File: src/rtl/rdout_pkg.sv
package rdout_pkg;
  typedef enum logic [1:0] {
    CMD_HOLD  = 2'b00,
    CMD_READ  = 2'b01,
    CMD_WRITE = 2'b10,
    CMD_DESEL = 2'b11
  } rd_cmd_e;
endpackage

File: src/rtl/rdout_rst_sync.sv
module rdout_rst_sync #(
  parameter int STAGES = 2
) (
  input  logic clk,
  input  logic rst_n,
  output logic srst_n
);
  logic [STAGES-1:0] sh_q;
  logic [STAGES-1:0] sh_d;

  always_comb sh_d = {sh_q[STAGES-2:0], 1'b1};

  always_ff @(posedge clk or negedge rst_n) begin
    if (!rst_n) sh_q <= '0;
    else        sh_q <= sh_d;
  end

  assign srst_n = sh_q[STAGES-1];
endmodule

File: src/rtl/rdout_cmd_reg.sv
// First stage: turns the command stream into a registered read-valid flag.
module rdout_cmd_reg
  import rdout_pkg::*;
(
  input  logic       clk,
  input  logic       srst_n,
  input  logic [1:0] cmd_i,
  output logic       rd_q
);
  logic rd_d;

  always_comb begin
    unique case (rd_cmd_e'(cmd_i))
      CMD_READ:  rd_d = 1'b1;
      CMD_WRITE: rd_d = 1'b0;
      CMD_DESEL: rd_d = 1'b0;
      default:   rd_d = rd_q;   // hold keeps the slot as it was
    endcase
  end

  always_ff @(posedge clk or negedge srst_n) begin
    if (!srst_n) rd_q <= 1'b0;
    else         rd_q <= rd_d;
  end
endmodule

File: src/rtl/rdout_data_reg.sv
// Second stage: output register; valid follows stage one, data loads only on a read slot.
module rdout_data_reg #(
  parameter int DATA_W = 36
) (
  input  logic              clk,
  input  logic              srst_n,
  input  logic              rd_in,
  input  logic [DATA_W-1:0] data_in,
  output logic              rd_q,
  output logic [DATA_W-1:0] data_q
);
  logic              load_en;
  logic [DATA_W-1:0] data_d;

  always_comb begin
    load_en = rd_in;
    data_d  = load_en ? data_in : data_q;
  end

  always_ff @(posedge clk or negedge srst_n) begin
    if (!srst_n) begin
      rd_q   <= 1'b0;
      data_q <= '0;
    end else begin
      rd_q   <= rd_in;
      data_q <= data_d;
    end
  end
endmodule

File: src/rtl/rdout_stage.sv
module rdout_stage #(
  parameter int DATA_W      = 36,
  parameter int SYNC_STAGES = 2
) (
  input  logic              clk,
  input  logic              rst_n,
  input  logic              pipe_mode_i,
  input  logic              oe_i,
  input  logic [1:0]        cmd_i,
  input  logic [DATA_W-1:0] arr_data_i,
  output logic [DATA_W-1:0] dq_o,
  output logic              dq_oe_o
);
  logic              srst_n;
  logic              s1_rd;
  logic              s2_rd;
  logic [DATA_W-1:0] s2_data;
  logic              slot_rd;

  rdout_rst_sync #(.STAGES(SYNC_STAGES)) u_rst (
    .clk    (clk),
    .rst_n  (rst_n),
    .srst_n (srst_n)
  );

  rdout_cmd_reg u_cmd (
    .clk    (clk),
    .srst_n (srst_n),
    .cmd_i  (cmd_i),
    .rd_q   (s1_rd)
  );

  rdout_data_reg #(.DATA_W(DATA_W)) u_dat (
    .clk     (clk),
    .srst_n  (srst_n),
    .rd_in   (s1_rd),
    .data_in (arr_data_i),
    .rd_q    (s2_rd),
    .data_q  (s2_data)
  );

  always_comb begin
    slot_rd = pipe_mode_i ? s2_rd   : s1_rd;
    dq_o    = pipe_mode_i ? s2_data : arr_data_i;
    dq_oe_o = slot_rd & oe_i;
  end
endmodule

File: config.mk
export PLATFORM = sky130hd
export DESIGN_NAME = rdout_stage
export DESIGN_NICKNAME = d
export VERILOG_FILES = /design/src/rtl/rdout_pkg.sv /design/src/rtl/rdout_rst_sync.sv /design/src/rtl/rdout_cmd_reg.sv /design/src/rtl/rdout_data_reg.sv /design/src/rtl/rdout_stage.sv
export SDC_FILE = /design/constraint.sdc
export NUM_CORES = 1
export LEC_CHECK = 0
export BUFFER_PORTS_ARGS = -buffer_cell sky130_fd_sc_hd__buf_2
export CORE_ASPECT_RATIO = 1.5
export CORE_MARGIN = 2
export CORE_UTILIZATION = 44
export DETAILED_ROUTE_END_ITERATION = 7
export GPL_TIMING_DRIVEN = 0
export HOLD_SLACK_MARGIN = 0.15
export PLACE_DENSITY = 0.8
export SLEW_MARGIN = 40
export SYNTH_ARGS = -nofsm -noshare
export SYNTH_HDL_FRONTEND = slang
export SYNTH_SLANG_ARGS = --single-unit
export TNS_END_PERCENT = 100
File: constraint.sdc
create_clock -name clk -period 1.7 [get_ports clk]
set_clock_uncertainty 0.2 [all_clocks]
set_input_delay 0.51 -clock clk [delete_from_list [all_inputs] [get_ports clk]]
set_output_delay 0.51 -clock clk [all_outputs]
set_load 0.005 [all_outputs]
==> impl_metrics.json <==
{
  "clk_latency_ps": 280,
  "stdcell_area_um2": 3043,
  "portion_of_total_power_attributed_to_sequential_cells": 0.441,
  "share_clk_of_total_power": 0.254,
  "final.min_clock_period_ps": 1907,
  "postSynthRegisterBits": 40,
  "synth.yosys.warnings": 0,
  "maxSlewViolCount": 0,
  "cpMaxStageDelayCell": "mux2_4",
  "dpl.hpwl_um": 2986,
  "path_max_fanout": 10,
  "cts_tree": "yes",
  "crit_path_start_kind": "input port",
  "internal_power_mw": 2.023,
  "synth_top_area_frac": 0.4751,
  "cp-end-kind": "output pin",
  "grt_pass1_vias": 1439,
  "synth.top_cells.by_count": "49 x mux2_4, 40 x dfrtp_1, 23 x mux2_2",
  "yosys-top-cells-area": "dfrtp_1 48%, mux2_4 35%, mux2_2 12%",
  "yosys.cell_types.count": 9,
  "post_cts_hold_buffer_count": 1,
  "first_pass_iteration_count_of_the_detailed_router": 3,
  "hold_class": "reg -> async",
  "drive_above_1_share": 0.7890,
  "synthMostInstantiatedCell": "mux2_4",
  "average_wire_per_cell_in_the_routed_design_um": 15.10,
  "layout_worst_path_cycle_share": 1.122,
  "die_height_um": 88.75,
  "cp.arrival_ps": 1200,
  "timing.critical_path.max_delay_family": "buffers and inverters",
  "critical-path-top-cell-by-count": "buf_12",
  "dpl-instance-area_um2": 2636,
  "routabilityCongestion": 0.6749,
  "critPathMaxStageDelay_ps": 300,
  "fin_util": 0.6645,
  "dr_total_vias": 1344,
  "reg2reg_slack_ps": 280,
  "yosys_most_used_dff": "dfrtp_1",
  "finalHoldWorstSlack_ps": 30.86,
  "grt_antenna_before_repair": 0,
  "floorplan.initialDensity": 0.4601,
  "wire_length_of_the_first_global_routing_pass_um": 6686,
  "clock_buffer_count_from_cts": 5,
  "synth_sequential_area_ratio": 0.4751,
  "number_of_drc_markers_after_the_initial_detailed_route_iteration": 31,
  "antenna-diode-count": 0,
  "placementRows": 30,
  "worst-setup-path-type": "in -> out",
  "cts-root-buf": "clkbuf_8",
  "worstReg2RegStart": "u_cmd.rd_q$_DFFE_PN0P_",
  "regToRegEndpoint": "u_dat.data_q[3]$_DFFE_PN0P_",
  "grt_overflow_total": 0,
  "floorplan.io_pins": 79,
  "avgViaCountPerCell": 4.766,
  "cellPowerDensity_nw_per_um2": 867.3,
  "reg2reg_depth": 3,
  "async_reset_ff_frac": 1.000,
  "setup_repair_after_global_routing_missed_its_margin": "yes",
  "timing.fmax_ghz": 0.5244,
  "grt_max_degree": 21,
  "cts_sinks": 40,
  "outcome": "finished, violations left",
  "yosys.area.top_type": "dfrtp_1",
  "coreArea_um2": 4579,
  "syn_nets": 167,
  "max_cap_violations": 0,
  "pre_cts_slack_ps": -240.6,
  "report.final.setup_viol": 37,
  "finalHoldViolCount": 0,
  "die_w_um": 60.50,
  "h-tree-depth": 2,
  "post_synthesis_mean_instance_area_um2": 16.86,
  "netSwitchingPower_mw": 0.6156,
  "drc": 0,
  "failed_checks": "negative setup slack",
  "combPwrFrac": 0.305,
  "worst-path-buf-inv": 3,
  "leakage_nw": 1.525,
  "synthToLayoutAreaGrowth_pct": 44.42,
  "crit_chain": "buf_12, buf_12, mux2_4, buf_6",
  "switching_share": 0.2333,
  "synthesis.instances": 125,
  "final.setup.worst_slack_ps": -207.1,
  "routed_wl_um": 4259,
  "number_of_enable_type_register_cells_in_the_synthesized_netlist": 0,
  "fin_nets": 259,
  "worstPathRequired_ps": 990,
  "post_synth_design_cell_area_um2": 2107,
  "place.port_buffers": 77,
  "grt.total_usage": 0.1670,
  "antenna_violating_nets_left": 0,
  "ctsLongestPathBuffers": 2,
  "worst_voltage_drop_across_the_vdd_grid_v": 0.0005489,
  "die_area_um2": 5369,
  "clk_pin_slew_worst_paths_ps": 80
}
worst reg2reg max path: cells and delay by family, from the launching register on:
family	cells	cell delay [ps]
mux	1	370
buf+inv	2	360
flops	1	370
kinds of logic (layout without fill, tap and decap cells):
family,count (synthesis),in the layout,synth area share
buffers and inverters,8,101,0.03979
other,1,1,0.001780
AND/OR/NAND/NOR,3,3,0.006535
multiplexers,73,73,0.4768
flip-flops,40,40,0.4751
worst max path at each step:
stage / end / startpoint / depth (start not counted)
3_3_place_gp: dq_o[12] / pipe_mode_i / 4
3_5_place_dp: dq_o[16] / pipe_mode_i / 4
6_report: dq_o[16] / pipe_mode_i / 4
4_1_cts: dq_o[16] / pipe_mode_i / 4
2_1_floorplan: dq_o[10] / pipe_mode_i / 3
5_1_grt: dq_o[27] / pipe_mode_i / 4
metal layers:
layer  up-vias  global-route usage  wire [um]
li1        624                   -          -
met1       657              0.2019       1697
met2        61              0.2836       2227
met3         2             0.05702        317
met4         0             0.04150         17
met5         -                   0          0
sequential cells by signal (all words and copies together), names as in the netlist:
signal        cells
u_dat.data_q     36
u_dat.rd_q        1
u_rst.sh_q        2
u_cmd.rd_q        1
power groups by stage:
stage | registers [mW] | clock network [mW] | logic [mW]
after floorplan | 1.16 | 0 | 0.430
after global placement | 1.18 | 0 | 0.611
after detailed placement | 1.18 | 0 | 0.641
after CTS | 1.16 | 0.692 | 0.776
after global routing | 1.18 | 0.732 | 0.865
final | 1.16 | 0.671 | 0.804
cell type report:
type / instances / area, um2
Buffer: 7 / 107.6
Multi-Input combinational cell: 77 / 1037
Timing Repair Buffer: 86 / 715.7
Tap cell: 64 / 80.08
Clock buffer: 8 / 100.1
Fill cell: 365 / 1536
Sequential cell: 40 / 1002
metrics by stage:
step	std cells	TNS (ps)	total power, mW
detailed placement	267	-7481	1.821
finish	282	-6884	2.639
global placement	266	-12630	1.791
global route	282	-7517	2.779
CTS	283	-7067	2.632
floorplan	125	-2408	1.594
placed cells by master, fill, tap and decap left out:
| cell type | count |
|---|---|
| buf_6 | 38 |
| buf_12 | 4 |
| mux2i_1 | 1 |
| nor2_1 | 2 |
| buf_16 | 2 |
| buf_4 | 4 |
| nor2b_1 | 1 |
| mux2_2 | 19 |
| dlygate4sd3_1 | 1 |
| clkbuf_1 | 1 |
| dfrtp_1 | 39 |
| clkbuf_8 | 7 |
| dfrtp_2 | 1 |
| buf_2 | 44 |
| conb_1 | 1 |
| mux2_4 | 53 |
timing repair:
item,CTS,global route
endpoints found under the hold margin,20,18
gates cloned,1,0
endpoints found under the setup margin,37,37
gates resized for setup,31,10
buffers inserted,6,0
(Power assumes the default switching activity.)
